<file path="src/rtl/sdram_boot_pkg.sv">
package sdram_boot_pkg;

  // command pin order: {cs_n, ras_n, cas_n, we_n}
  typedef enum logic [3:0] {
    CMD_MRS = 4'b0000,
    CMD_REF = 4'b0001,
    CMD_PRE = 4'b0010,
    CMD_NOP = 4'b0111
  } cmd_e;

  typedef enum logic [2:0] {
    ST_PAUSE,
    ST_PRE,
    ST_WAIT_RP,
    ST_MRS,
    ST_WAIT_RSC,
    ST_REF,
    ST_WAIT_RC,
    ST_READY
  } boot_state_e;

  // a gap between two commands is at least two cycles (one command, one wait)
  function automatic int gap_floor2(input int v);
    return (v < 2) ? 2 : v;
  endfunction

  function automatic int max_of4(input int a, input int b, input int c, input int d);
    int m;
    m = a;
    if (b > m) m = b;
    if (c > m) m = c;
    if (d > m) m = d;
    return m;
  endfunction

endpackage

</file>
<file path="src/rtl/sdram_boot_timer.sv">
module sdram_boot_timer #(
  parameter int CNT_W   = 16,
  parameter int RST_VAL = 1
) (
  input  logic             clk,
  input  logic             rst_n,
  input  logic             load,
  input  logic [CNT_W-1:0] load_val,
  output logic             done
);

  logic [CNT_W-1:0] cnt_q;
  logic [CNT_W-1:0] cnt_d;
  logic             cnt_en;

  always_comb begin
    cnt_en = load || (cnt_q != '0);
    cnt_d  = load ? load_val : (cnt_q - 1'b1);
  end

  always_ff @(posedge clk or negedge rst_n) begin
    if (!rst_n)      cnt_q <= CNT_W'(RST_VAL);
    else if (cnt_en) cnt_q <= cnt_d;
  end

  assign done = (cnt_q == '0);

  // an expired timer stays expired until reloaded
  a_r2_timer_holds_zero: assert property (@(posedge clk) disable iff (!rst_n)
    (done && !load) |=> done);

  // a nonzero timer never jumps to zero without passing through one
  a_r6_timer_steps: assert property (@(posedge clk) disable iff (!rst_n)
    (!load && !done) |=> (cnt_q == $past(cnt_q) - 1'b1));

endmodule

</file>
<file path="src/rtl/sdram_boot_refcnt.sv">
module sdram_boot_refcnt #(
  parameter int REF_COUNT = 8
) (
  input  logic clk,
  input  logic rst_n,
  input  logic clear,
  input  logic inc,
  output logic all_done
);

  localparam int RC_W = $clog2(REF_COUNT + 1);

  logic [RC_W-1:0] cnt_q;
  logic [RC_W-1:0] cnt_d;
  logic            cnt_en;

  always_comb begin
    cnt_en = clear || inc;
    cnt_d  = clear ? '0 : (cnt_q + 1'b1);
  end

  always_ff @(posedge clk or negedge rst_n) begin
    if (!rst_n)      cnt_q <= '0;
    else if (cnt_en) cnt_q <= cnt_d;
  end

  assign all_done = (cnt_q == RC_W'(REF_COUNT));

  // never more refreshes counted than required
  a_r6_ref_bound: assert property (@(posedge clk) disable iff (!rst_n)
    (cnt_q <= RC_W'(REF_COUNT)));

  // once complete, no further refresh is requested
  a_r6_no_extra_ref: assert property (@(posedge clk) disable iff (!rst_n)
    all_done |-> !inc);

endmodule

</file>
<file path="src/rtl/sdram_boot_fsm.sv">
module sdram_boot_fsm
  import sdram_boot_pkg::*;
#(
  parameter int CNT_W     = 16,
  parameter int PAUSE_CYC = 25000,
  parameter int RP_GAP    = 3,
  parameter int RSC_GAP   = 2,
  parameter int RC_GAP    = 8,
  parameter int REF_COUNT = 8
) (
  input  logic        clk,
  input  logic        rst_n,
  output boot_state_e state,
  output logic        ready
);

  boot_state_e      state_q;
  boot_state_e      state_d;
  logic             tmr_load;
  logic [CNT_W-1:0] tmr_val;
  logic             tmr_done;
  logic             ref_clear;
  logic             ref_inc;
  logic             ref_all;

  sdram_boot_timer #(
    .CNT_W   (CNT_W),
    .RST_VAL (PAUSE_CYC - 1)
  ) u_timer (
    .clk      (clk),
    .rst_n    (rst_n),
    .load     (tmr_load),
    .load_val (tmr_val),
    .done     (tmr_done)
  );

  sdram_boot_refcnt #(
    .REF_COUNT (REF_COUNT)
  ) u_refcnt (
    .clk      (clk),
    .rst_n    (rst_n),
    .clear    (ref_clear),
    .inc      (ref_inc),
    .all_done (ref_all)
  );

  always_comb begin
    state_d   = state_q;
    tmr_load  = 1'b0;
    tmr_val   = '0;
    ref_clear = 1'b0;
    ref_inc   = 1'b0;
    unique case (state_q)
      ST_PAUSE:    if (tmr_done) state_d = ST_PRE;
      ST_PRE: begin
        tmr_load  = 1'b1;
        tmr_val   = CNT_W'(RP_GAP - 2);
        ref_clear = 1'b1;
        state_d   = ST_WAIT_RP;
      end
      ST_WAIT_RP:  if (tmr_done) state_d = ST_MRS;
      ST_MRS: begin
        tmr_load = 1'b1;
        tmr_val  = CNT_W'(RSC_GAP - 2);
        state_d  = ST_WAIT_RSC;
      end
      ST_WAIT_RSC: if (tmr_done) state_d = ST_REF;
      ST_REF: begin
        tmr_load = 1'b1;
        tmr_val  = CNT_W'(RC_GAP - 2);
        ref_inc  = 1'b1;
        state_d  = ST_WAIT_RC;
      end
      ST_WAIT_RC: begin
        if (tmr_done) state_d = ref_all ? ST_READY : ST_REF;
      end
      ST_READY:    state_d = ST_READY;
      default:     state_d = ST_PAUSE;
    endcase
  end

  always_ff @(posedge clk or negedge rst_n) begin
    if (!rst_n) state_q <= ST_PAUSE;
    else        state_q <= state_d;
  end

  assign state = state_q;
  assign ready = (state_q == ST_READY);

  // precharge is entered only from the pause
  a_r2_pre_after_pause: assert property (@(posedge clk) disable iff (!rst_n)
    (state_q == ST_PRE) |-> ($past(state_q) == ST_PAUSE));

  // the mode write only follows the precharge wait
  a_r4_mrs_after_rp: assert property (@(posedge clk) disable iff (!rst_n)
    (state_q == ST_MRS) |-> ($past(state_q) == ST_WAIT_RP));

  // ready is sticky
  a_r7_ready_sticky: assert property (@(posedge clk) disable iff (!rst_n)
    ready |=> ready);

  // ready is reached only through a finished refresh wait
  a_r7_ready_entry: assert property (@(posedge clk) disable iff (!rst_n)
    $rose(ready) |-> ($past(state_q) == ST_WAIT_RC));

endmodule

</file>
<file path="src/rtl/sdram_boot_pins.sv">
module sdram_boot_pins
  import sdram_boot_pkg::*;
#(
  parameter int ADDR_W      = 12,
  parameter int BA_W        = 2,
  parameter int PRE_ALL_BIT = 10
) (
  input  boot_state_e       state,
  input  logic [ADDR_W-1:0] mode_val,
  output logic              cke,
  output logic [3:0]        cmd,
  output logic              dqm,
  output logic [BA_W-1:0]   ba,
  output logic [ADDR_W-1:0] addr
);

  always_comb begin
    cke  = 1'b1;
    dqm  = 1'b1;
    ba   = '0;
    addr = '0;
    cmd  = CMD_NOP;
    unique case (state)
      ST_PRE: begin
        cmd               = CMD_PRE;
        addr[PRE_ALL_BIT] = 1'b1;
      end
      ST_MRS: begin
        cmd  = CMD_MRS;
        addr = mode_val;
      end
      ST_REF:   cmd = CMD_REF;
      ST_READY: dqm = 1'b0;
      default:  cmd = CMD_NOP;
    endcase
  end

endmodule

</file>
<file path="src/rtl/sdram_boot_seq.sv">
module sdram_boot_seq
  import sdram_boot_pkg::*;
#(
  parameter int ADDR_W        = 12,
  parameter int BA_W          = 2,
  parameter int PRE_ALL_BIT   = 10,
  parameter int CLK_MHZ       = 125,
  parameter int PAUSE_US      = 200,
  parameter int SIM_PAUSE_CYC = 0,
  parameter int T_RP          = 3,
  parameter int T_RSC         = 2,
  parameter int T_RC          = 8,
  parameter int REF_COUNT     = 8
) (
  input  logic              clk,
  input  logic              rst_n,
  input  logic [ADDR_W-1:0] mode_val,
  output logic              cke,
  output logic              cs_n,
  output logic              ras_n,
  output logic              cas_n,
  output logic              we_n,
  output logic              dqm,
  output logic [BA_W-1:0]   ba,
  output logic [ADDR_W-1:0] addr,
  output logic              ready
);

  localparam int PAUSE_RAW = (SIM_PAUSE_CYC != 0) ? SIM_PAUSE_CYC : CLK_MHZ * PAUSE_US;
  localparam int PAUSE_CYC = gap_floor2(PAUSE_RAW);
  localparam int RP_GAP    = gap_floor2(T_RP);
  localparam int RSC_GAP   = gap_floor2(T_RSC);
  localparam int RC_GAP    = gap_floor2(T_RC);
  localparam int MAX_LOAD  = max_of4(PAUSE_CYC, RP_GAP, RSC_GAP, RC_GAP);
  localparam int CNT_W     = $clog2(MAX_LOAD + 1);

  boot_state_e state;
  logic [3:0]  cmd;

  sdram_boot_fsm #(
    .CNT_W     (CNT_W),
    .PAUSE_CYC (PAUSE_CYC),
    .RP_GAP    (RP_GAP),
    .RSC_GAP   (RSC_GAP),
    .RC_GAP    (RC_GAP),
    .REF_COUNT (REF_COUNT)
  ) u_fsm (
    .clk   (clk),
    .rst_n (rst_n),
    .state (state),
    .ready (ready)
  );

  sdram_boot_pins #(
    .ADDR_W      (ADDR_W),
    .BA_W        (BA_W),
    .PRE_ALL_BIT (PRE_ALL_BIT)
  ) u_pins (
    .state    (state),
    .mode_val (mode_val),
    .cke      (cke),
    .cmd      (cmd),
    .dqm      (dqm),
    .ba       (ba),
    .addr     (addr)
  );

  assign {cs_n, ras_n, cas_n, we_n} = cmd;

  // no two commands on consecutive cycles
  a_r8_nop_between: assert property (@(posedge clk) disable iff (!rst_n)
    (cmd != CMD_NOP) |=> (cmd == CMD_NOP));

  // a refresh is preceded by a no-operation cycle
  a_r6_ref_spaced: assert property (@(posedge clk) disable iff (!rst_n)
    (cmd == CMD_REF) |-> ($past(cmd) == CMD_NOP));

  // the data mask drops only when ready rises
  a_r7_dqm_release: assert property (@(posedge clk) disable iff (!rst_n)
    $fell(dqm) |-> $rose(ready));

endmodule

</file>
<file path="config.mk">
export PLATFORM = sky130hd
export DESIGN_NAME = sdram_boot_seq
export DESIGN_NICKNAME = d
export VERILOG_FILES = /design/src/rtl/sdram_boot_pkg.sv /design/src/rtl/sdram_boot_timer.sv /design/src/rtl/sdram_boot_refcnt.sv /design/src/rtl/sdram_boot_fsm.sv /design/src/rtl/sdram_boot_pins.sv /design/src/rtl/sdram_boot_seq.sv
export SDC_FILE = /design/constraint.sdc
export NUM_CORES = 1
export LEC_CHECK = 0
export BUFFER_PORTS_ARGS = -buffer_cell sky130_fd_sc_hd__buf_2
export CAP_MARGIN = 20
export CORE_ASPECT_RATIO = 0.7
export CORE_MARGIN = 10
export CORE_UTILIZATION = 56
export DETAILED_ROUTE_END_ITERATION = 10
export PLACE_DENSITY_LB_ADDON = 0.12
export REMOVE_ABC_BUFFERS = 1
export SETUP_SLACK_MARGIN = 0.5
export SLEW_MARGIN = 20
export SYNTH_ARGS = -nofsm -noshare
export SYNTH_HDL_FRONTEND = slang
export SYNTH_SLANG_ARGS = --single-unit
</file>
<file path="constraint.sdc">
create_clock -name clk -period 3.2 [get_ports clk]
set_input_delay 0.32 -clock clk [delete_from_list [all_inputs] [get_ports clk]]
set_output_delay 0.32 -clock clk [all_outputs]
set_load 0.02 [all_outputs]
</file>
# Word-level counts from Yosys, hierarchy flattened
# Cells that the tools add are included.
dict set report totals {
  input_bits 14
  regBits 22
  elab_cells 41
}
dict set report op_classes {
  eq_ne 12
  addsub 2
  reduce_logical 7
  mux 17
}
# op n
set op_table {}
lappend op_table {{3-bit case mux with 8 select lines} 1}
lappend op_table {{15-bit logical NOT} 1}
lappend op_table {{15-bit two-way mux} 1}
lappend op_table {{15-bit nonzero test} 1}
lappend op_table {{15-bit by 1-bit subtractor with 15-bit output, second input constant} 1}
lappend op_table {{3-bit == test, second input constant} 4}
lappend op_table {{3-bit two-way mux} 4}
lappend op_table {{10-bit two-way mux} 1}
lappend op_table {{3-bit case mux with 3 select lines} 1}
lappend op_table {{2-bit by 1-bit inequality test with 1-bit output, second input constant} 4}
lappend op_table {{3-bit by 2-bit == test with 1-bit output, second input constant} 2}
lappend op_table {{3-bit case mux with 2 select lines} 1}
lappend op_table {{1-bit two-way mux} 5}
lappend op_table {{4-bit by 1-bit adder with 4-bit output, second input constant} 1}
lappend op_table {{4-bit == test, second input constant} 1}
lappend op_table {{4-bit two-way mux} 1}
lappend op_table {{4-bit AND reduction} 1}
lappend op_table {{3-bit by 1-bit == test with 1-bit output, second input constant} 1}
lappend op_table {{3-bit logical NOT} 1}
lappend op_table {{3-bit OR reduction} 1}
lappend op_table {{1-bit logical OR} 2}
lappend op_table {{2-bit two-way mux} 1}
lappend op_table {{1-bit case mux with 2 select lines} 1}

# Depth between registers and ports, before layout
# Gate-level depths: netlist of run 1.
dict set report logic_depth {
  depth_word 4
  depth_mapped 7
  mapped_depth_nobuf 6
}

# Hierarchy
# A second synthesis of run 1 with hierarchy kept.
dict set report hier_totals {
  cells_unflattened 143
  area_unflattened_um2 1398.8
}
# module cells_per_inst area_per_inst_um2 seq_area_each_um2 n_inst
set modules_own_cells {}
lappend modules_own_cells {sdram_boot_timer 79 839.6 385.4 1}
lappend modules_own_cells {sdram_boot_refcnt 21 220.2 100.1 1}
lappend modules_own_cells {sdram_boot_pins 28 180.2 0.0 1}
lappend modules_own_cells {sdram_boot_fsm 15 158.9 75.1 1}

# Worst setup path after synthesis of run 1
# OpenSTA, ideal clock, no wires.
dict set report synth_path {
  path_type {register to register}
  from {reg u_fsm.u_timer.cnt_q[0]}
  to {reg u_fsm.u_timer.cnt_q[7]}
  path_slack_ps 1362
  required_time_ps 3125
  period_less_slack_ps 1838
  stages_incl_launch_ff 8
  arrival_time_ps 1763
  setup_ps 75
  cell_sequence {dfstp_2 -> inv_1 -> ha_1 -> nor3b_1 -> and4_1 -> buf_4 -> nor4_1 -> mux2i_1}
}
dict set report synth_via {
  elab_chain_cells 2
  word_cells_on_any_way 4
  cone_classes {add/sub: 1; mux: 1; reduce/logical: 2}
}
# element line
set synth_rtl {}
lappend synth_rtl {{start: declaration} sdram_boot_timer.sv:12} ;# logic [CNT_W-1:0] cnt_q;
lappend synth_rtl {{start signal: assignment} sdram_boot_timer.sv:22} ;# if (!rst_n) cnt_q <= CNT_W'(RST_VAL);
lappend synth_rtl {{start signal: assignment} sdram_boot_timer.sv:23} ;# else if (cnt_en) cnt_q <= cnt_d;
lappend synth_rtl {{15-bit by 1-bit subtractor with 15-bit output / 15-bit nonzero test (equally long branches)} {sdram_boot_timer.sv:18, sdram_boot_timer.sv:17}}
lappend synth_rtl {{15-bit two-way mux / 1-bit logical OR (equally long branches)} {sdram_boot_timer.sv:18, sdram_boot_timer.sv:17}}
# Parallel ways exist; a longest one is shown, timed or not.
# A chain may end at the register's enable or synchronous reset.

# Worst setup path in the final report of run 1
dict set report layout_path {
  from {reg u_fsm.state_q[0], in the netlist u_fsm.state[0]}
  to {out addr[4]}
}
dict set report layout_via {
  elab_chain_cells 2
}
# element line
set layout_rtl {}
lappend layout_rtl {{start: declaration} sdram_boot_fsm.sv:17} ;# boot_state_e state_q;
lappend layout_rtl {{start signal: assignment} sdram_boot_fsm.sv:84} ;# else state_q <= state_d;
lappend layout_rtl {{3-bit by 2-bit == test with 1-bit output} sdram_boot_pins.sv:23} ;# unique case (state)
lappend layout_rtl {{10-bit two-way mux} sdram_boot_pins.sv:23}
lappend layout_rtl {{end: declaration} sdram_boot_seq.sv:25} ;# output logic [ADDR_W-1:0] addr,
# Every way passes these cells.

==> run summary, run 1 <==
The required time of the critical path is 2.88 ns, and the total number of vias is 1187. The number of pins with negative max-slew slack in the final report is 0. The worst slew margin relative to its limit was 0.482; the share of flip-flops with an asynchronous set or reset after synthesis was 1.00. The slack of the worst reg-to-reg path is 1.25 ns. Yosys printed 0 warnings. In the final design database the tool counted 193 nets. Counting distinct cell types in the post-synthesis netlist gives 45. During I/O placement, the number of pins put on the boundary was 35. In this run, the number of DRC markers left after iteration 0 of detailed routing was 122. The number of antenna violations at the first check in global routing was 0. TritonCTS built the clock tree. The area of the die is 4910 um^2, and the peak supply drop is 0.291 mV.

Counting along the longest clock path gives a buffer depth of 2. Leftover overflow at the end of global routing: 0. The data arrival at the endpoint of the critical path was 1.94 ns. The number of clock buffers added by TritonCTS is 3.

The path class of the tightest hold or removal check is in2async. The logs give 209 for the final cell count without fillers and 4 for the length of the first detailed-routing pass in iterations. The endpoint identified for the worst register-to-register timing path is u_fsm.u_timer.cnt_q[10]$_DFFE_PN0P_.

On the worst path, the slowest cell contributes a delay of 0.68 ns. The first global-routing pass estimated 5.64 mm of wire. The tools report the clock latency of the later-clocked register in the worst-skew pair as 0.31 ns. Clock-pin slew was measured on the worst setup and hold paths at 0.13 ns. The critical path is of the reg2out type. The worst register-to-register path has a depth of 6.

Setup repair after global routing left no endpoint under its margin. The number of buffers inserted to repair setup after CTS was 0; the post-synthesis instance total was 149. The achievable clock frequency is 443 MHz. The part of the Yosys area used for sequential elements was 0.403; the slew of the pin with the lowest slew margin was 0.775 ns. The routed design has 3.38 mm of wire. The count of buffers from port buffering came out at 30.

The die is 79.6 um wide. The number of enable-type register cells in the synthesized netlist works out to 0. Adding up every negative setup slack in the final design gives 0 ns. Detailed placement ended at an HPWL of 2.65 mm.

The starting utilization of the core area came out at 0.575. The number of cells after detailed placement came out at 204. After synthesis the cells add up to 1390 um^2.

The library cell contributing the largest single delay on the critical path was sky130_fd_sc_hd__nor2b_1. The floorplan has 15 rows. 0 antenna diodes ended up in the layout. Across the run, the number of max-cap violations was 0.

The tools report the total core area as 2420 um^2. The flow ran to the end, and the final reports show no timing, DRC or antenna violations. The congestion estimate from routability-driven global placement came to 0.786. The mean number of vias per cell is 5.68, and the pin count of the biggest net entering global routing is 23. The clock net in this run drives a total of 22 sinks. The number of synthesized register bits was 22.

STA classifies the critical path startpoint as a flip-flop. For the number of global-route vias before repair, the log shows 1206. Clock tree root driver cell: sky130_fd_sc_hd__clkbuf_4. The most used flip-flop cell after synthesis is sky130_fd_sc_hd__dfrtp_1. The number of hold buffers added after CTS came out at 1.

The vertical extent of the die was 61.7 um; the H-tree level count was 1. In the routed design, unresolved DRC markers number 0. The part of the cycle the worst path needs was 0.705; the static leakage was 0.791 nW. Across the routed clock network, the largest skew measured is 0.0163 ns.

The average instance in the mapped netlist occupies 9.34 um^2. The critical register-to-register path startpoint was u_fsm.u_timer.cnt_q[0]$_DFFE_PN1P_. The signal on the critical path passes through nor2b_1 > and3_1 > buf_2. The number of gates resized after CTS was 0; the number of setup violations in the final report was 0.

The total global-route track usage is 0.142, and the share of cells above drive strength 1 is 0.297. In this run the worst path has a maximum fanout of 15. The areal power density over the cells is 320 nW/um^2. The shortest period the worst path allows was 2.26 ns.

The kind of end point of the critical path was a primary output. The count of nets left with antenna violations once routing finished came out at 0. Count of final hold-check violations: 0.

The routed wirelength normalized by instance count works out to 16.2 um. Compared with the post-synthesis result, the final layout area differs by 14.4%.
synth_stat cells (3+ instances only):
master | number | area (um^2)
sky130_fd_sc_hd__nor3_1 | 4 | 20.0
sky130_fd_sc_hd__dfstp_2 | 8 | 210
sky130_fd_sc_hd__nand2_1 | 13 | 48.8
sky130_fd_sc_hd__mux2i_1 | 4 | 40.0
sky130_fd_sc_hd__nand3_1 | 6 | 30.0
sky130_fd_sc_hd__dfrtp_1 | 14 | 350
sky130_fd_sc_hd__a31o_1 | 3 | 26.3
sky130_fd_sc_hd__ha_1 | 3 | 37.5
sky130_fd_sc_hd__inv_1 | 7 | 26.3
sky130_fd_sc_hd__nor2_1 | 10 | 37.5
sky130_fd_sc_hd__o21ai_0 | 4 | 20.0
sky130_fd_sc_hd__and3_1 | 12 | 75.1
sky130_fd_sc_hd__nand2b_1 | 4 | 25.0
sky130_fd_sc_hd__clkbuf_1 | 4 | 15.0
sky130_fd_sc_hd__buf_4 | 5 | 37.5
sky130_fd_sc_hd__a21oi_1 | 6 | 30.0
worst max-delay path by stage:
stage / start / to
CTS: u_fsm.state[0]$_DFFE_PN0P_ / addr[4]
finish: u_fsm.state[0]$_DFFE_PN0P_ / addr[4]
global placement: u_fsm.u_timer.cnt_q[0]$_DFFE_PN1P_ / u_fsm.u_timer.cnt_q[10]$_DFFE_PN0P_
detailed placement: u_fsm.state[2]$_DFFE_PN0P_ / addr[2]
floorplan: u_fsm.u_timer.cnt_q[0]$_DFFE_PN1P_ / u_fsm.u_timer.cnt_q[7]$_DFFE_PN1P_
global route: u_fsm.state[0]$_DFFE_PN0P_ / addr[5]
per-layer routing:
metal,track usage,routed length (um)
met4,0.0102,8
met2,0.224,1510
met5,0,0
met1,0.171,1480
met3,0.0833,389
power breakdown:
group / switching [mW] / total, mW / leakage, nW / internal, mW
registers: 0 / 0.279 / 0.259 / 0.279
logic: 0.0114 / 0.0177 / 0.505 / 0.00629
clock network: 0.0859 / 0.212 / 0.0279 / 0.127
area by class of cell:
type                            count  area (um^2)
Clock inverter                      1         30.0
Timing Repair Buffer               31          160
Inverter                            8         30.0
Multi-Input combinational cell    110          746
Clock buffer                        3         22.5
Tap cell                           34         42.5
Fill cell                         205          830
Sequential cell                    22          561
worst max-delay path: cells and delay by family (launching register included):
kind	cells	cell delay, ns
buffers and inverters	1	0.17
AND/OR/NAND/NOR	2	0.94
flip-flops	1	0.52
layout by cell type, fill, tap and decap left out, types with 3 or more instances in the layout:
| master | Yosys | final |
|---|---|---|
| sky130_fd_sc_hd__a21oi_1 | 6 | 6 |
| sky130_fd_sc_hd__a31o_1 | 3 | 3 |
| sky130_fd_sc_hd__and3_1 | 12 | 12 |
| sky130_fd_sc_hd__buf_2 | 2 | 30 |
| sky130_fd_sc_hd__clkbuf_4 | 0 | 3 |
| sky130_fd_sc_hd__conb_1 | 2 | 4 |
| sky130_fd_sc_hd__dfrtp_1 | 14 | 14 |
| sky130_fd_sc_hd__dfstp_2 | 8 | 8 |
| sky130_fd_sc_hd__ha_1 | 3 | 3 |
| sky130_fd_sc_hd__inv_1 | 7 | 7 |
| sky130_fd_sc_hd__mux2i_1 | 4 | 4 |
| sky130_fd_sc_hd__nand2_1 | 13 | 13 |
| sky130_fd_sc_hd__nand2b_1 | 4 | 4 |
| sky130_fd_sc_hd__nand3_1 | 6 | 6 |
| sky130_fd_sc_hd__nor2_1 | 10 | 10 |
| sky130_fd_sc_hd__nor3_1 | 4 | 4 |
| sky130_fd_sc_hd__o21ai_0 | 4 | 4 |
registers in the layout (all words and copies together), names as in the netlist:
register	flops
u_fsm.u_refcnt.cnt_q	4
u_fsm.state	3
u_fsm.u_timer.cnt_q	15
metrics by stage:
| step | hold slack [ns] | instance area (um^2) | worst slack (ns) | utilization | power, mW |
|---|---|---|---|---|---|
| 2_1_floorplan | 0.0244 | 1340 | 1.42 | - | 0.288 |
| 3_3_place_gp | 0.307 | 1530 | 1.33 | 0.632 | 0.300 |
| 3_5_place_dp | 0.303 | 1530 | 1.28 | 0.632 | 0.300 |
| 4_1_cts | 0.486 | 1590 | 0.907 | 0.657 | 0.513 |
| 5_1_grt | 0.492 | 1590 | 0.709 | 0.657 | 0.527 |
| 6_report | 0.474 | 1590 | 0.944 | 0.657 | 0.509 |
logic make-up after synthesis:
kind of cell	synth area share
other	0.00540
AOI/OAI and AO/OA	0.153
and+or+nand+nor	0.291
buffers and inverters	0.0665
xor gates and xnor gates	0.0252
DFF	0.403
muxes	0.0288
adders and majority gates	0.0270
Power figures use the tool's default switching activity.
==> run 2: changes to the inputs <==
--- a/config.mk
+++ b/config.mk
@@ -5,11 +5,12 @@
 export SDC_FILE = /design/constraint.sdc
 export NUM_CORES = 1
 export LEC_CHECK = 0
+export ABC_AREA = 1
 export BUFFER_PORTS_ARGS = -buffer_cell sky130_fd_sc_hd__buf_2
 export CAP_MARGIN = 20
 export CORE_ASPECT_RATIO = 0.7
 export CORE_MARGIN = 10
-export CORE_UTILIZATION = 56
+export CORE_UTILIZATION = 54
 export DETAILED_ROUTE_END_ITERATION = 10
 export PLACE_DENSITY_LB_ADDON = 0.12
 export REMOVE_ABC_BUFFERS = 1
==> constraint.sdc (replaced) <==
create_clock -name clk -period 2.2 [get_ports clk]
set_input_delay 0.22 -clock clk [delete_from_list [all_inputs] [get_ports clk]]
set_output_delay 0.22 -clock clk [all_outputs]
set_load 0.02 [all_outputs]
==> run 2 against run 1 <==
Against the previous run: utilization decreased by 1.8 points; final cell count increased by 35%; highest routed layer unchanged; via count increased by 15%; die area increased by 11%; global-route usage decreased by 1.5 points; critical endpoint is now cas_n.
==> run summary, run 2 <==
The number of buffers inserted to repair setup after CTS was 0 (unchanged); the number of pins with negative max-slew slack in the final report was 0 (unchanged). For the number of DRC violations after detailed-routing iteration 0, the log shows 103 (was 122). The tools report the number of antenna violations at the first check in global routing as 0 (unchanged). Number of synthesized register bits: 22 (unchanged). Global placement routability congestion: 0.892 (was 0.786).

The run gives 16 (was 15) as the number of rows in the core area. The share of flip-flops with an asynchronous set or reset after synthesis works out to 1.00 (unchanged). The area of the multi-input gates came out at 785 um^2 (was 746 um^2).

The cell type with the highest aggregate area in the netlist is sky130_fd_sc_hd__dfrtp_1 (unchanged). Type of the tightest min-delay check: reg2reg (was in2async). Register bank with the most flops: u_fsm.u_timer.cnt_q (unchanged). Capture point of the critical path: cas_n (was addr[4]). The count of buffers from port buffering is 30 (unchanged). The number of flip-flops in the largest register works out to 15 (unchanged). The final total power was 0.724 mW (was 0.509 mW). The average instance area after synthesis is 7.15 um^2 (was 9.34 um^2), and the pin count of the biggest net entering global routing is 23 (unchanged). The part of the cycle the worst path needs is 0.739. Smallest hold slack: 0.461 ns (was 0.474 ns). The run gives 0 (unchanged) as the number of setup violations in the final report.

Mapped cell area: 1550 um^2 (was 1390 um^2). Top cell types by occurrence after synthesis: 46 x sky130_fd_sc_hd__nand2_1, 35 x sky130_fd_sc_hd__inv_1, 32 x sky130_fd_sc_hd__nor2_1 (was 14 x sky130_fd_sc_hd__dfrtp_1, 13 x sky130_fd_sc_hd__nand2_1, 12 x sky130_fd_sc_hd__and3_1). The total number of vias was 1362 (was 1187). The number of routed nets with antenna violations came out at 0 (unchanged).

The routed wirelength normalized by instance count came out at 12.2 um (was 16.2 um). Vertical extent of the die: 64.8 um (was 61.7 um). The part of the Yosys area used for sequential elements came out at 0.363 (was 0.403).

The run gives 5440 um^2 (was 4910 um^2) as the area of the die. The run gives 0.559 (was 0.575) as the starting utilization of the core area. The clock tree root driver cell was sky130_fd_sc_hd__clkbuf_8 (was sky130_fd_sc_hd__clkbuf_4).

The static leakage was 1.04 nW (was 0.791 nW); the clock buffer count from CTS was 3 (unchanged). Most frequent cells in the layout: 45 x sky130_fd_sc_hd__nand2_1, 35 x sky130_fd_sc_hd__inv_1, 32 x sky130_fd_sc_hd__nor2_1 (was 30 x sky130_fd_sc_hd__buf_2, 14 x sky130_fd_sc_hd__dfrtp_1, 13 x sky130_fd_sc_hd__nand2_1). The total global-route track usage is 0.127 (was 0.142).

The area share of the largest cell type after synthesis was 0.227 (was 0.252); the largest clock skew in the final design was 0.0144 ns (was 0.0163 ns). The number of filler instances in the final layout came out at 239 (was 205). The logs give 0.60 ns (was 1.25 ns) for the slack of the worst reg-to-reg path and 1770 um^2 (was 1590 um^2) for the area of all placed cells without fillers.

Top routing layer in use: met4 (unchanged). Top post-synthesis cells by area: sky130_fd_sc_hd__dfrtp_1 23%, sky130_fd_sc_hd__dfstp_2 14%, sky130_fd_sc_hd__nand2_1 11% (was sky130_fd_sc_hd__dfrtp_1 25%, sky130_fd_sc_hd__dfstp_2 15%, sky130_fd_sc_hd__and3_1 5.4%). Leftover overflow at the end of global routing: 0 (unchanged).

The logs give 216 (was 149) for the post-synthesis instance total and 0 ns (unchanged) for the summed negative setup slack over all endpoints. The H-tree level count was 1 (unchanged). The tools report the peak supply drop as 0.344 mV (was 0.291 mV). The most common cell after layout, fill and taps aside was sky130_fd_sc_hd__nand2_1 (was sky130_fd_sc_hd__buf_2).

The class of the most critical setup path is reg2out (unchanged). The critical register-to-register path startpoint was u_fsm.u_timer.cnt_q[0]$_DFFE_PN1P_ (unchanged). For the total length of routed met3 wires, the log shows 424 um (was 389 um). Synthesis warning total: 0 (unchanged). After layout, the minimum clock period comes to 1.63 ns. The count of boundary I/O pins came out at 35 (unchanged). The wire length reported by the detailed router was 3.46 mm (was 3.38 mm). Kind of end point of the critical path: a primary output (unchanged). For this run, the top clock speed supported by timing is 615 MHz. The net count of the finished layout is 265 (was 193). The logs give 1.39 mm (was 1.51 mm) for the wire length on met2 and 0 (unchanged) for the number of DRC violations after detailed routing. Register clock-pin slew on the reported worst setup and hold paths: 0.07 ns (was 0.13 ns). The clock latency of the later-clocked register in the worst-skew pair came out at 0.27 ns (was 0.31 ns). The run gives 1.98 ns (was 2.88 ns) as the required time of the critical path. The worst hold path was traced through 2 stages. The tools report the met1 wire length as 1.64 mm (was 1.48 mm).

The buffer depth of the longest clock path came out at 2 (unchanged). Reported max-cap violation count: 0 (unchanged). The areal power density over the cells is 410 nW/um^2 (was 320 nW/um^2), and the number of global-route vias before repair is 1264 (was 1206). The detailed placement HPWL came out at 2.74 mm (was 2.65 mm).

The flow ran to the end, and the final reports show no timing, DRC or antenna violations. The area added between synthesis and finish came out at 14.3% (was 14.4%). End of the worst register-to-register path: u_fsm.u_timer.cnt_q[4]$_DFFE_PN0P_ (was u_fsm.u_timer.cnt_q[10]$_DFFE_PN0P_).

The start point of the critical path was u_fsm.state[2]$_DFFE_PN0P_ (was u_fsm.state[0]$_DFFE_PN0P_). The tools report the startpoint class of the critical path as a flip-flop (unchanged). The worst reg2reg path depth is 7 (was 6), and the area of placed instances is 1690 um^2 (was 1530 um^2). Number of unique standard cell types used by synthesis: 28 (was 45). The number of diodes was 0 (unchanged). The run gives 5.77 mm (was 5.64 mm) as the first-pass GRT wire length. The share of cells above drive strength 1 is 0.320 (was 0.297), and the area of all sequential standard cells is 561 um^2 (unchanged). Setup repair after global routing could not meet its margin everywhere. The clock net sink count was 22 (unchanged); the number of enable-type register cells in the synthesized netlist was 0 (unchanged). The total core area was 2760 um^2 (was 2420 um^2). The most used flip-flop cell after synthesis was sky130_fd_sc_hd__dfrtp_1 (unchanged). The tools report the count of final hold-check violations as 0 (unchanged). TritonCTS built the clock tree.

The maximum fanout encountered on the critical timing path was 12 (was 15); the width of the die was 83.9 um (was 79.6 um). The mean number of vias per cell was 4.81 (was 5.68); the length of the first detailed-routing pass in iterations was 4 (unchanged). The tools report the data arrival at the endpoint of the critical path as 1.41 ns (was 1.94 ns). Most repeated cell in the gate-level netlist after synthesis: sky130_fd_sc_hd__nand2_1 (was sky130_fd_sc_hd__dfrtp_1).
## run 2: cell count changes after synthesis, sizes merged, moves of 3 or more
| cell | previous run | this run |
|---|---|---|
| a31o | 3 | 0 |
| nand2 | 13 | 51 |
| clkbuf | 4 | 0 |
| and3 | 12 | 0 |
| nor2 | 10 | 49 |
| mux2i | 4 | 0 |
| nor4 | 3 | 0 |
| inv | 8 | 40 |
| nand2b | 4 | 0 |
| nor3 | 6 | 2 |
| nand3 | 6 | 23 |
## run 2: cells by family (layout without fill, tap and decap cells)
group,after synthesis,count (layout),share of synthesized area
buf+inv,46,75,0.139
xor+xnor,1,1,0.00567
fa+ha+maj,3,3,0.0243
flops,22,22,0.363
compound gates,13,13,0.0437
simple gates,129,129,0.419
other cells,2,4,0.00486
## run 2: what timing repair did
| action | 4_1_cts | 5_1_grt |
|---|---|---|
| endpoints found under the hold margin | 14 | 0 |
| hold buffers | 1 | 0 |
| gates resized for setup | 2 | 0 |
| pin swaps | 0 | 1 |
| setup endpoints to repair | 12 | 9 |
## run 2: worst min-delay path by stage
stage                                        startpoint                                   to  slack [ns]
global route        u_fsm.u_timer.cnt_q[14]$_DFFE_PN1P_  u_fsm.u_timer.cnt_q[14]$_DFFE_PN1P_        0.47
global placement                                  rst_n           u_fsm.state[2]$_DFFE_PN0P_        0.22
floorplan                                         rst_n           u_fsm.state[0]$_DFFE_PN0P_       -0.08
detailed placement                                rst_n           u_fsm.state[0]$_DFFE_PN0P_        0.21
finish              u_fsm.u_timer.cnt_q[14]$_DFFE_PN1P_  u_fsm.u_timer.cnt_q[14]$_DFFE_PN1P_        0.46
CTS                                               rst_n  u_fsm.u_refcnt.cnt_q[1]$_DFFE_PN0P_        0.46
## run 2: metal layers
metal  vias up  track usage
met1       594        0.164
met2        51        0.182
met3         2       0.0749
met4         0       0.0208
li1        715            -
met5         -            0
## run 2: area by class of cell
cell class	instances	share of cell area
multi-input cells	150	0.444
clock buffers	4	0.0312
well taps	36	0.0255
flip-flops and latches	22	0.318
inverters	40	0.0907
repair buffers	31	0.0907
## run 2: metrics by stage
stage / worst slack (ns) / utilization / std cells
floorplan: 0.711 / - / 212
global placement: 0.663 / 0.613 / 278
detailed placement: 0.628 / 0.613 / 278
CTS: 0.542 / 0.639 / 283
global route: 0.452 / 0.639 / 283
finish: 0.573 / 0.639 / 283
## run 2: critical path: stages (launching register included)
cell	delay, ns
sky130_fd_sc_hd__dfrtp_1	0.45
sky130_fd_sc_hd__nor2_4	0.19
sky130_fd_sc_hd__nand2_2	0.16
sky130_fd_sc_hd__nand2_1	0.11
sky130_fd_sc_hd__o21ai_0	0.07
sky130_fd_sc_hd__buf_2	0.16
## run 2: where the power goes
part	internal, mW	switching [mW]	total, mW
clock network	0.160	0.130	0.289
registers	0.405	0	0.405
logic	0.0106	0.0194	0.0300
==> run 3: changes to the inputs <==
==> constraint.sdc (replaced) <==
create_clock -name clk -period 1.58 [get_ports clk]
set_input_delay 0.158 -clock clk [delete_from_list [all_inputs] [get_ports clk]]
set_output_delay 0.158 -clock clk [all_outputs]
set_load 0.02 [all_outputs]
==> run 3 against run 2 <==
Against the previous run: the run now ends with setup timing left; power increased by 36%; clock skew decreased by 0.0054 ns; final cell count increased by 12%; critical path depth unchanged; largest cell class unchanged.
==> run summary, run 3 (synthesis results as in run 2) <==
The tools report the worst-case setup margin in the final layout as -0.00254 ns (was 0.573 ns). The sum of buffers and inverters on the critical path is 3 (was 1), and the areal power density over the cells is 404 nW/um^2 (was 410 nW/um^2). The maximum fanout encountered on the critical timing path works out to 5 (was 12). The area added between synthesis and finish was 57.6% (was 14.3%); the reported max-cap violation count was 0 (unchanged). The run gives 0.662 as the worst slew margin relative to its limit. The buffer depth of the longest clock path was 2 (unchanged). The startpoint class of the critical path was a flip-flop (unchanged). The tools report the number of DRC violations after detailed-routing iteration 0 as 203 (was 103). The run gives 0.169 (was 0.127) as the total global-route track usage. The tools report the number of pins with negative max-slew slack in the final report as 0 (unchanged). The summed negative setup slack over all endpoints is -0.00254 ns (was 0 ns).

The register clock-pin slew on the reported worst setup and hold paths was 0.08 ns (was 0.07 ns); the count of buffers from port buffering was 30 (unchanged). The number of rows in the core area is 16 (unchanged), and the number of DRC violations after detailed routing is 0 (unchanged). The run gives 0 (unchanged) as the number of diodes. Wire length reported by the detailed router: 6.30 mm (was 3.46 mm).

Part of the cycle the worst path needs: 1.00. Critical-path cell list: buf_4 > inv_4 > nand2_1 > o21ai_0 > buf_2 (was nor2_4 > nand2_2 > nand2_1 > o21ai_0 > buf_2). Starting utilization of the core area: 0.559 (unchanged). The run gives 0.863 (was 0.892) as the global placement routability congestion. Count of final hold-check violations: 0 (unchanged). The flow ran to the end, but the final reports show violations.

The logs give 5440 um^2 (unchanged) for the area of the die and 0.512 mV (was 0.344 mV) for the peak supply drop. The share of cells above drive strength 1 works out to 0.557 (was 0.320). The tools report the kind of end point of the critical path as a primary output (unchanged). The register bank with the most flops is u_fsm.u_timer.cnt_q (unchanged). The number of antenna violations at the first check in global routing came out at 0 (unchanged). The number of stages on the worst setup path is 5 (unchanged). The tools report the critical register-to-register path startpoint as u_fsm.state[2]$_DFFE_PN0P_ (was u_fsm.u_timer.cnt_q[0]$_DFFE_PN1P_). The logs give 5 (was 4) for the length of the first detailed-routing pass in iterations and 0 (unchanged) for the leftover overflow at the end of global routing. The H-tree level count was 1 (unchanged). The tools report the total length of routed met3 wires as 830 um (was 424 um). The slack of the worst reg-to-reg path is 0.10 ns (was 0.60 ns), and the number of flip-flops in the largest register is 15 (unchanged). For the wire length on met2, the log shows 2.92 mm (was 1.39 mm). TritonCTS built the clock tree. Critical path's top delay family: buffers and inverters (was simple AND/OR/NAND/NOR gates).

Setup repair after global routing could not meet its margin everywhere. The class of the most critical setup path was reg2out (unchanged). The total number of vias was 1870 (was 1362); the first-pass GRT wire length was 7.63 mm (was 5.77 mm). The mean number of vias per cell is 5.88 (was 4.81), and the net count of the finished layout is 300 (was 265).

For the finished layout, the period the worst path requires is 1.58 ns. The checks that failed: setup timing. The run gives 2.71 mm (was 2.74 mm) as the detailed placement HPWL.

The run gives 22 (unchanged) as the clock net sink count. The vertical extent of the die is 64.8 um (unchanged). The number of filler instances in the final layout was 120 (was 239).

The most common cell after layout, fill and taps aside is sky130_fd_sc_hd__nand2_1 (unchanged). The type of the tightest min-delay check was in2async (was reg2reg). Clock tree root driver cell: sky130_fd_sc_hd__clkbuf_8 (unchanged). Capture point of the critical path: cas_n (unchanged). The top routing layer in use was met4 (unchanged). The number of setup violations in the final report was 1 (was 0); the largest clock skew in the final design was 0.00907 ns (was 0.0144 ns).

The run gives 1.42 ns (was 1.41 ns) as the data arrival at the endpoint of the critical path. The pre-CTS setup slack is 0.0444 ns (was 0.628 ns). Most frequent cells in the layout: 36 x sky130_fd_sc_hd__nand2_1, 28 x sky130_fd_sc_hd__inv_1, 26 x sky130_fd_sc_hd__buf_4 (was 45 x sky130_fd_sc_hd__nand2_1, 35 x sky130_fd_sc_hd__inv_1, 32 x sky130_fd_sc_hd__nor2_1). The count of boundary I/O pins is 35 (unchanged), and the slew of the pin with the lowest slew margin is 0.506 ns. The met1 wire length came out at 2.23 mm (was 1.64 mm).

The routed wirelength normalized by instance count came out at 19.8 um (was 12.2 um). The number of routed nets with antenna violations was 0 (unchanged); the pin count of the biggest net entering global routing was 23 (unchanged). The logs give 3 (unchanged) for the clock buffer count from CTS and 0.27 ns (about the same) for the clock latency of the later-clocked register in the worst-skew pair.

Width of the die: 83.9 um (unchanged). The start point of the critical path is u_fsm.state[2]$_DFFE_PN0P_ (unchanged). The total core area was 2760 um^2 (unchanged); the achievable clock frequency was 632 MHz. The required time of the critical path was 1.42 ns (was 1.98 ns); the area of placed instances was 1710 um^2 (was 1690 um^2).

The number of global-route vias before repair was 1590 (was 1264). The library cell contributing the largest single delay on the critical path was sky130_fd_sc_hd__dfrtp_2 (was sky130_fd_sc_hd__dfrtp_1). End of the worst register-to-register path: u_fsm.u_timer.cnt_q[0]$_DFFE_PN1P_ (was u_fsm.u_timer.cnt_q[4]$_DFFE_PN0P_).

The area of all placed cells without fillers was 2430 um^2 (was 1770 um^2); the delay of the slowest critical-path stage was 0.45 ns (about the same). For the final total power, the log shows 0.984 mW (was 0.724 mW). Worst reg2reg path depth: 9 (was 7). The static leakage was 1.26 nW (was 1.04 nW).
run 3: cell count changes in the layout (fill, tap and decap cells not counted), sizes merged:
cell	before	now
clkbuf	4	5
buf	30	63
nand2	51	52
run 3: through the flow:
stage	cells	util	hold slack [ns]
after global placement	280	0.618	0.156
after floorplan	212	-	-0.138
after CTS	309	0.786	0.399
final	318	0.881	0.402
after global routing	318	0.881	0.449
after detailed placement	280	0.618	0.157
run 3: layout make-up:
cell class                      instances  area [um^2]  share of cell area
Multi-Input combinational cell        151         1050               0.430
Sequential cell                        22          564               0.232
Timing Repair Buffer                   65          557               0.229
Inverter                               40          178              0.0730
Clock buffer                            4         45.0              0.0185
Tap cell                               36         45.0              0.0185
run 3: repair_timing:
item / CTS / global route
setup endpoints to repair: 37 / 36
pin swaps: 24 / 13
cloned: 1 / 1
resized for setup: 71 / 51
hold buffers: 1 / 0
setup buffers: 23 / 8
endpoints found under the hold margin: 14 / 0
run 3: worst register-to-register path, stage by stage (launching register included):
cell and delay, ns:
sky130_fd_sc_hd__dfrtp_2 0.45, sky130_fd_sc_hd__nor2_4 0.17, sky130_fd_sc_hd__buf_4 0.16, sky130_fd_sc_hd__inv_4 0.04, sky130_fd_sc_hd__nand2_4 0.08, sky130_fd_sc_hd__inv_8 0.04, sky130_fd_sc_hd__buf_6 0.12, sky130_fd_sc_hd__nand3_4 0.11
sky130_fd_sc_hd__nand2_1 0.08, sky130_fd_sc_hd__o21ai_1 0.13
run 3: power breakdown:
| group | leakage [nW] | switching [mW] | internal [mW] |
|---|---|---|---|
| Combinational | 0.984 | 0.0363 | 0.0154 |
| Sequential | 0.256 | 0 | 0.564 |
| Clock | 0.0228 | 0.188 | 0.180 |
| Total | 1.26 | 0.225 | 0.760 |
run 3: worst min-delay path by stage:
stage                                          endpoint  slack [ns]  cells after the start
finish              u_fsm.u_refcnt.cnt_q[1]$_DFFE_PN0P_        0.40                      2
floorplan                    u_fsm.state[0]$_DFFE_PN0P_       -0.14                      0
global placement             u_fsm.state[1]$_DFFE_PN0P_        0.16                      1
CTS                 u_fsm.u_refcnt.cnt_q[1]$_DFFE_PN0P_        0.40                      2
global route        u_fsm.u_refcnt.cnt_q[1]$_DFFE_PN0P_        0.45                      2
detailed placement           u_fsm.state[1]$_DFFE_PN0P_        0.16                      1
run 3: per-layer routing:
layer  vias up  global-route usage
li1        783                   -
met5         -                   0
met1       876               0.203
met4         0              0.0625
met2       170               0.266
met3        41              0.0724
